===== src/rtl/rtc_win_pkg.sv =====
package rtc_win_pkg;

  localparam int CLK_BYTES = 8;
  localparam int OFF_W     = $clog2(CLK_BYTES);

  localparam logic [7:0] SEC_LAST  = 8'h59;
  localparam logic [7:0] MIN_LAST  = 8'h59;
  localparam logic [7:0] HOUR_LAST = 8'h23;
  localparam logic [7:0] MON_LAST  = 8'h12;
  localparam logic [7:0] YEAR_LAST = 8'h99;
  localparam logic [2:0] DOW_LAST  = 3'd7;

  localparam int HALT_BIT   = 7;
  localparam int FREEZE_BIT = 6;

  typedef struct packed {
    logic [3:0] cent;
    logic [7:0] year;
    logic [7:0] month;
    logic [7:0] date;
    logic [2:0] dow;
    logic [7:0] hour;
    logic [7:0] minute;
    logic [7:0] second;
  } rtc_time_t;

  // Byte 0 of the window is the control byte; time lives in 1..7.
  typedef logic [CLK_BYTES-1:1][7:0] clk_bytes_t;

  localparam rtc_time_t RESET_TIME = '{cent: 4'd0, year: 8'h00, month: 8'h01,
                                       date: 8'h01, dow: 3'd1, hour: 8'h00,
                                       minute: 8'h00, second: 8'h00};

  function automatic logic is_leap(input logic [7:0] yr);
    if (!yr[4]) is_leap = (yr[3:0] == 4'd0) || (yr[3:0] == 4'd4) || (yr[3:0] == 4'd8);
    else        is_leap = (yr[3:0] == 4'd2) || (yr[3:0] == 4'd6);
  endfunction

  function automatic logic [7:0] month_last(input logic [7:0] mon, input logic [7:0] yr);
    case (mon)
      8'h02:                      month_last = is_leap(yr) ? 8'h29 : 8'h28;
      8'h04, 8'h06, 8'h09, 8'h11: month_last = 8'h30;
      default:                    month_last = 8'h31;
    endcase
  endfunction

  // Returns {carry, next}: wraps to first at/above last, else BCD increment.
  function automatic logic [8:0] bcd_step(input logic [7:0] v, input logic [7:0] last,
                                          input logic [7:0] first);
    if (v >= last)           bcd_step = {1'b1, first};
    else if (v[3:0] >= 4'd9) bcd_step = {1'b0, v[7:4] + 4'd1, 4'd0};
    else                     bcd_step = {1'b0, v + 8'd1};
  endfunction

  function automatic clk_bytes_t to_bytes(input rtc_time_t t);
    clk_bytes_t b;
    b[1] = t.second;
    b[2] = t.minute;
    b[3] = t.hour;
    b[4] = {t.cent, 1'b0, t.dow};
    b[5] = t.date;
    b[6] = t.month;
    b[7] = t.year;
    return b;
  endfunction

  function automatic rtc_time_t from_bytes(input clk_bytes_t b);
    rtc_time_t t;
    t.second = b[1];
    t.minute = b[2];
    t.hour   = b[3];
    t.cent   = b[4][7:4];
    t.dow    = b[4][2:0];
    t.date   = b[5];
    t.month  = b[6];
    t.year   = b[7];
    return t;
  endfunction

endpackage


===== src/rtl/rtc_ctrl_reg.sv =====
module rtc_ctrl_reg
  import rtc_win_pkg::*;
(
  input  logic       clk,
  input  logic       rst,
  input  logic       wr_en,
  input  logic [7:0] wr_data,
  output logic [7:0] ctrl_q,
  output logic       halt,
  output logic       freeze,
  output logic       load_pulse
);

  always_ff @(posedge clk) begin
    if (rst)        ctrl_q <= 8'h00;
    else if (wr_en) ctrl_q <= wr_data;
  end

  assign halt       = ctrl_q[HALT_BIT];
  assign freeze     = ctrl_q[FREEZE_BIT];
  // Falling edge of halt, caused by a control write, reloads the counters.
  assign load_pulse = wr_en && ctrl_q[HALT_BIT] && !wr_data[HALT_BIT];

endmodule


===== src/rtl/rtc_count_chain.sv =====
module rtc_count_chain
  import rtc_win_pkg::*;
(
  input  logic      clk,
  input  logic      rst,
  input  logic      step_en,
  input  logic      load,
  input  rtc_time_t load_val,
  output rtc_time_t cnt_q,
  output rtc_time_t cnt_nxt
);

  logic [8:0] s_sec, s_min, s_hour, s_date, s_mon, s_year;

  always_comb begin
    cnt_nxt = cnt_q;
    s_sec   = bcd_step(cnt_q.second, SEC_LAST, 8'h00);
    s_min   = bcd_step(cnt_q.minute, MIN_LAST, 8'h00);
    s_hour  = bcd_step(cnt_q.hour, HOUR_LAST, 8'h00);
    s_date  = bcd_step(cnt_q.date, month_last(cnt_q.month, cnt_q.year), 8'h01);
    s_mon   = bcd_step(cnt_q.month, MON_LAST, 8'h01);
    s_year  = bcd_step(cnt_q.year, YEAR_LAST, 8'h00);

    cnt_nxt.second = s_sec[7:0];
    if (s_sec[8]) begin
      cnt_nxt.minute = s_min[7:0];
      if (s_min[8]) begin
        cnt_nxt.hour = s_hour[7:0];
        if (s_hour[8]) begin
          cnt_nxt.dow  = (cnt_q.dow >= DOW_LAST) ? 3'd1 : cnt_q.dow + 3'd1;
          cnt_nxt.date = s_date[7:0];
          if (s_date[8]) begin
            cnt_nxt.month = s_mon[7:0];
            if (s_mon[8]) begin
              cnt_nxt.year = s_year[7:0];
              if (s_year[8]) cnt_nxt.cent = cnt_q.cent + 4'd1;
            end
          end
        end
      end
    end
  end

  always_ff @(posedge clk) begin
    if (rst)          cnt_q <= RESET_TIME;
    else if (load)    cnt_q <= load_val;
    else if (step_en) cnt_q <= cnt_nxt;
  end

  // a stepped seconds field is always legal BCD
  a_r3_sec_legal: assert property (@(posedge clk) disable iff (rst)
    step_en && !load |=> (cnt_q.second <= SEC_LAST) && (cnt_q.second[3:0] <= 4'd9));

  // leap February 28 at end of day steps to 29
  a_r6_leap_feb: assert property (@(posedge clk) disable iff (rst)
    step_en && !load && cnt_q.month == 8'h02 && cnt_q.date == 8'h28 &&
    cnt_q.hour == HOUR_LAST && cnt_q.minute == MIN_LAST && cnt_q.second == SEC_LAST &&
    is_leap(cnt_q.year) |=> cnt_q.date == 8'h29);

endmodule


===== src/rtl/rtc_hold_bank.sv =====
module rtc_hold_bank
  import rtc_win_pkg::*;
(
  input  logic             clk,
  input  logic             rst,
  input  logic             copy_en,
  input  clk_bytes_t       copy_val,
  input  logic             wr_en,
  input  logic [OFF_W-1:0] wr_sel,
  input  logic [7:0]       wr_data,
  output clk_bytes_t       hold_q
);

  localparam clk_bytes_t RESET_BYTES = to_bytes(RESET_TIME);

  logic [7:0] hold_r [1:CLK_BYTES-1];

  for (genvar i = 1; i < CLK_BYTES; i++) begin : g_byte
    // Bit 3 of the day/century byte is not stored.
    localparam logic [7:0] KEEP = (i == 4) ? 8'hF7 : 8'hFF;

    always_ff @(posedge clk) begin
      if (rst)                                     hold_r[i] <= RESET_BYTES[i];
      else if (wr_en && wr_sel == OFF_W'(i))       hold_r[i] <= wr_data & KEEP;
      else if (copy_en)                            hold_r[i] <= copy_val[i];
    end

    assign hold_q[i] = hold_r[i];
  end

endmodule


===== src/rtl/rtc_calendar_window.sv =====
module rtc_calendar_window
  import rtc_win_pkg::*;
#(
  parameter int ADDR_W = 13
) (
  input  logic              clk,
  input  logic              rst,
  input  logic              tick_1hz,
  input  logic [ADDR_W-1:0] addr,
  input  logic [7:0]        wdata,
  input  logic              we,
  output logic [7:0]        rdata
);

  logic             win_hit;
  logic [OFF_W-1:0] off;
  logic             wr_win, wr_ctrl, wr_time;
  logic [7:0]       ctrl_q;
  logic             halt, freeze, load_pulse;
  logic             step_en, copy_en;
  rtc_time_t        cnt_q, cnt_nxt;
  clk_bytes_t       hold_q;
  logic [7:0]       rd_mux;

  assign win_hit = &addr[ADDR_W-1:OFF_W];
  assign off     = addr[OFF_W-1:0];
  assign wr_win  = we && win_hit;
  assign wr_ctrl = wr_win && (off == '0);
  assign wr_time = wr_win && (off != '0);
  assign step_en = tick_1hz && !halt;
  assign copy_en = step_en && !freeze;

  rtc_ctrl_reg u_ctrl (
    .clk        (clk),
    .rst        (rst),
    .wr_en      (wr_ctrl),
    .wr_data    (wdata),
    .ctrl_q     (ctrl_q),
    .halt       (halt),
    .freeze     (freeze),
    .load_pulse (load_pulse)
  );

  rtc_count_chain u_cnt (
    .clk      (clk),
    .rst      (rst),
    .step_en  (step_en),
    .load     (load_pulse),
    .load_val (from_bytes(hold_q)),
    .cnt_q    (cnt_q),
    .cnt_nxt  (cnt_nxt)
  );

  rtc_hold_bank u_hold (
    .clk      (clk),
    .rst      (rst),
    .copy_en  (copy_en),
    .copy_val (to_bytes(cnt_nxt)),
    .wr_en    (wr_time),
    .wr_sel   (off),
    .wr_data  (wdata),
    .hold_q   (hold_q)
  );

  always_comb begin
    rd_mux = 8'h00;
    if (win_hit) begin
      if (off == '0) rd_mux = ctrl_q;
      else           rd_mux = hold_q[off];
    end
  end

  always_ff @(posedge clk) begin
    if (rst) rdata <= 8'h00;
    else     rdata <= rd_mux;
  end

  // addresses outside the window read zero
  a_r1_outside_zero: assert property (@(posedge clk) disable iff (rst)
    !win_hit |=> rdata == 8'h00);

  // an unblocked tick makes the visible bytes match the counters
  a_r8_copy_tracks: assert property (@(posedge clk) disable iff (rst)
    copy_en && !wr_time |=> hold_q == to_bytes(cnt_q));

  // with freeze set and no write, visible bytes stay put
  a_r9_frozen_view: assert property (@(posedge clk) disable iff (rst)
    freeze && !wr_time |=> $stable(hold_q));

  // with halt set and no reload, counters stay put
  a_r10_halted_count: assert property (@(posedge clk) disable iff (rst)
    halt && !load_pulse |=> $stable(cnt_q));

endmodule


===== config.mk =====
export PLATFORM = sky130hd
export DESIGN_NAME = rtc_calendar_window
export DESIGN_NICKNAME = d
export VERILOG_FILES = /design/src/rtl/rtc_win_pkg.sv /design/src/rtl/rtc_ctrl_reg.sv /design/src/rtl/rtc_count_chain.sv /design/src/rtl/rtc_hold_bank.sv /design/src/rtl/rtc_calendar_window.sv
export SDC_FILE = /design/constraint.sdc
export NUM_CORES = 1
export LEC_CHECK = 0
export BUFFER_PORTS_ARGS = -buffer_cell sky130_fd_sc_hd__buf_2
export CORE_MARGIN = 5
export CORE_UTILIZATION = 59
export DETAILED_ROUTE_END_ITERATION = 6
export PLACE_DENSITY = 0.79
export RECOVER_POWER = 50
export SETUP_SLACK_MARGIN = 0.05
export SLEW_MARGIN = 20
export SYNTH_ARGS = -nofsm -noshare
export SYNTH_HDL_FRONTEND = slang
export SYNTH_SLANG_ARGS = --single-unit

===== constraint.sdc =====
create_clock -name clk -period 4.55 [get_ports clk]
set_clock_uncertainty 0.15 [all_clocks]
set_input_delay 0.455 -clock clk [delete_from_list [all_inputs] [get_ports clk]]
set_output_delay 0.455 -clock clk [all_outputs]
set_load 0.005 [all_outputs]

==> summary.md <==
| Metric | Value |
|---|---|
| Syn nets | `888` |
| Row count | `just over 40` |
| Largest area contributor in the synthesized netlist | `edfxtp_1` |
| Post-synth cell types | `70` |
| Ant. Diodes | `0` |
| M1 WL | `8800 um` |
| Routed met2 length | `between 10000 and 15000 um` |
| Max Cap Viol | `2` |
| Uppermost layer routed | `met4` |
| Critical setup path kind | `primary input to flip-flop` |
| Post-CTS Setup Inserts | `0` |
| Clock insertion delay at the later pin of the skew report | `430 ps` |
| Commonest cells in the netlist | `nand2_1, dfxtp_1, a21oi_1` |
| Global-route wire length before repair | `between 30000 and 40000 um` |
| Slew @ Worst Pin | `between 1500 and 2000 ps` |
| Relative slew slack | `-0.274` |
| Vias/cell | `between 7 and 8` |
| Count leader, synth | `nand2_1` |
| Hold_sp | `wdata[0]` |
| Worst Path Arrival | `4080 ps` |
| Leakage power | `3.00 nW` |
| Num CTS Buffers | `17` |
| Global-route usage over all layers | `0.317` |
| Number of nets in the layout | `892` |
| Vias in the first global route | `6697` |
| DRC viols | `0` |
| Hold Crit Class | `primary input to flip-flop` |
| Post-Syn Area per Cell | `between 9 and 10 um2` |
| RSZ-0062 raised after global routing | `false` |
| Status | `finished with violations` |
| Final HPWL DP | `approximately 16000 um` |
| H-tree lvl count | `4` |
| Die area | `approximately 15000 um2` |
| Synth Flop Type | `dfxtp_1` |
| Dpl cells | `between 900 and 1000` |
| WP data required | `around 4600 ps` |
| Reg-to-Reg Start | `u_cnt.cnt_q[0]$_SDFFE_PP0P_` |
| Clock Tree Buf Depth | `2` |
| Starting Density | `0.603` |
| Total power | `between 2 and 3 mW` |
| R2R Path End | `u_cnt.cnt_q[45]$_SDFFE_PP0P_` |
| Final Hold Violating Endpoints | `0` |
| Hold Buf Count CTS | `0` |
| Largest net degree at the start of global routing | `39` |
| Tmin final | `4020 ps` |
| Hold path cells | `3` |
| DR WL met3 | `between 3000 and 4000 um` |
| Drt wl/cell | `about 23 um` |
| GRT Residual Overflow | `0` |
| Post-synth top area share | `0.217` |
| Hold Path End | `u_ctrl.ctrl_q[0]$_SDFFE_PP0P_` |
| Setup crit start kind | `primary input` |
| Post-Layout Cell Count | `just over 1000` |
| CTS tree | `built` |
| Ys Warns | `0` |
| Seq/Total Area, Yosys | `0.404` |
| Failing checks | `max-capacitance violations, max-slew violations` |
| Share of cells above drive strength 1 | `0.120` |
| Setup crit end kind | `flip-flop` |
| IO Count | `33` |
| Die X | `124 um` |
| Clk root buf | `clkbuf_16` |
| Post-CTS Resized | `0` |
| PD cells | `~340 nW/um2` |
| DRT Wirelength | `roughly 24000 um` |
| Die Height | `between 100 and 150 um` |
| Setup tns final | `0 ps` |
| Core area | `roughly 13000 um2` |
| R2R setup slack | `730 ps` |
| CP Max Fanout | `38` |
| Final setup viols | `0` |
| Iter 0 DRT Violations | `between 1000 and 1500` |
| CTS Sinks | `126` |
| WHS | `240 ps` |
| Synth Cell Area | `~7600 um2` |
| Tcrit/Tclk final | `0.883` |
| Worst R2R Path Depth | `9` |
| Post-synth EDFFs | `55` |
| Cells after Synth | `824` |
| Gp weighted congestion | `0.916` |
| Yosys reg bits | `around 130` |
| Initial antenna violation count | `0` |
| Slew Limit Fails | `between 70 and 80` |
| I/O Buffers | `32` |
| Reg clk slew, reported paths | `around 60 ps` |
| Fmax | `between 200 and 250 MHz` |
| Post-synthesis async set-or-reset flop share | `0` |
| Post-layout util | `0.665` |
| Routed vias | `7157` |
| Area delta synth->final | `10.4%` |
| Drt first pass iters | `6` |
| Antenna-violating nets left | `0` |
| Max VDD drop | `approximately 240 uV` |
| Synth area leaders | `edfxtp_1, dfxtp_1, ha_1` |
report_power, final:
group          internal, mW  leakage, nW  switching (mW)
combinational        0.0482         1.53           0.111
sequential             1.20         1.17          0.0270
clock                 0.904        0.290           0.520
total                  2.16         3.00           0.659
area by class of cell:
| cell class | count | area [um2] |
|---|---|---|
| clock inverters | 14 | 174 |
| multi-input cells | 615 | 4160 |
| fillers | 1011 | 4230 |
| inverters | 25 | 93.8 |
| clock buffers | 18 | 429 |
| flip-flops and latches | 126 | 3070 |
| well taps | 172 | 215 |
| repair buffers | 43 | 244 |
critical path, stage by stage:
cell and delay [ps]:
clkbuf_1 1340, clkbuf_1 1400, nand2b_1 700, o32ai_1 170
worst max-delay path by stage:
stage                                            start                             end  slack, ps  cells past startpoint
after floorplan           u_cnt.cnt_q[39]$_SDFFE_PP0P_  u_hold.hold_r[3][11]$_DFFE_PP_       1310                     13
after global placement    u_cnt.cnt_q[39]$_SDFFE_PP0P_  u_hold.hold_r[3][11]$_DFFE_PP_       1000                     13
after detailed placement  u_cnt.cnt_q[39]$_SDFFE_PP0P_  u_hold.hold_r[3][11]$_DFFE_PP_        850                     13
after CTS                 u_cnt.cnt_q[39]$_SDFFE_PP0P_  u_hold.hold_r[3][11]$_DFFE_PP_        790                     13
after global routing                               rst   u_hold.hold_r[1][2]$_DFFE_PP_        470                      5
final                                              rst    u_cnt.cnt_q[14]$_SDFFE_PP0P_        530                      4
cell usage in the layout, fill, tap and decap left out, drive strengths merged, types with 8 or more instances in the layout:
cell / instances
nand4: 8
buf: 38
nand2: 97
dfxtp: 71
nand3: 43
a31oi: 15
mux4: 15
o21ai: 50
edfxtp: 55
nor3: 17
and3: 18
nor2: 51
a21oi: 60
o22ai: 11
clkbuf: 23
mux2i: 11
clkinv: 8
a41oi: 8
o211ai: 8
o31ai: 9
ha: 39
a22oi: 25
a22o: 16
inv: 25
cell families (layout without fill, tap and decap cells):
family,Yosys count,count (layout),share of synthesized area
AOI/OAI and AO/OA,252,252,0.222
buffers and inverters,83,100,0.0489
and+or+nand+nor,282,282,0.181
xor gates and xnor gates,12,12,0.0138
muxes,30,30,0.0653
DFF,126,126,0.404
adders and majority gates,39,39,0.0642
state kept, by name, summed over array words and instances, names as in the netlist:
signal,flops
rdata,8
u_hold.hold_r,55
u_cnt.cnt_q,55
u_ctrl.ctrl_q,8
through the flow:
stage | cell area (um2) | worst slack (ps)
after global routing | 8390 | 467
after global placement | 7810 | 997
after CTS | 8420 | 786
after floorplan | 7600 | 1310
after detailed placement | 7810 | 847
final | 8390 | 533
layer usage:
| layer | GRT usage | vias to the layer above |
|---|---|---|
| li1 | - | 3132 |
| met1 | 0.429 | 3364 |
| met2 | 0.499 | 569 |
| met3 | 0.0714 | 92 |
| met4 | 0.120 | 0 |
| met5 | 0 | - |
No activity file was read; power rests on OpenSTA's default activity.
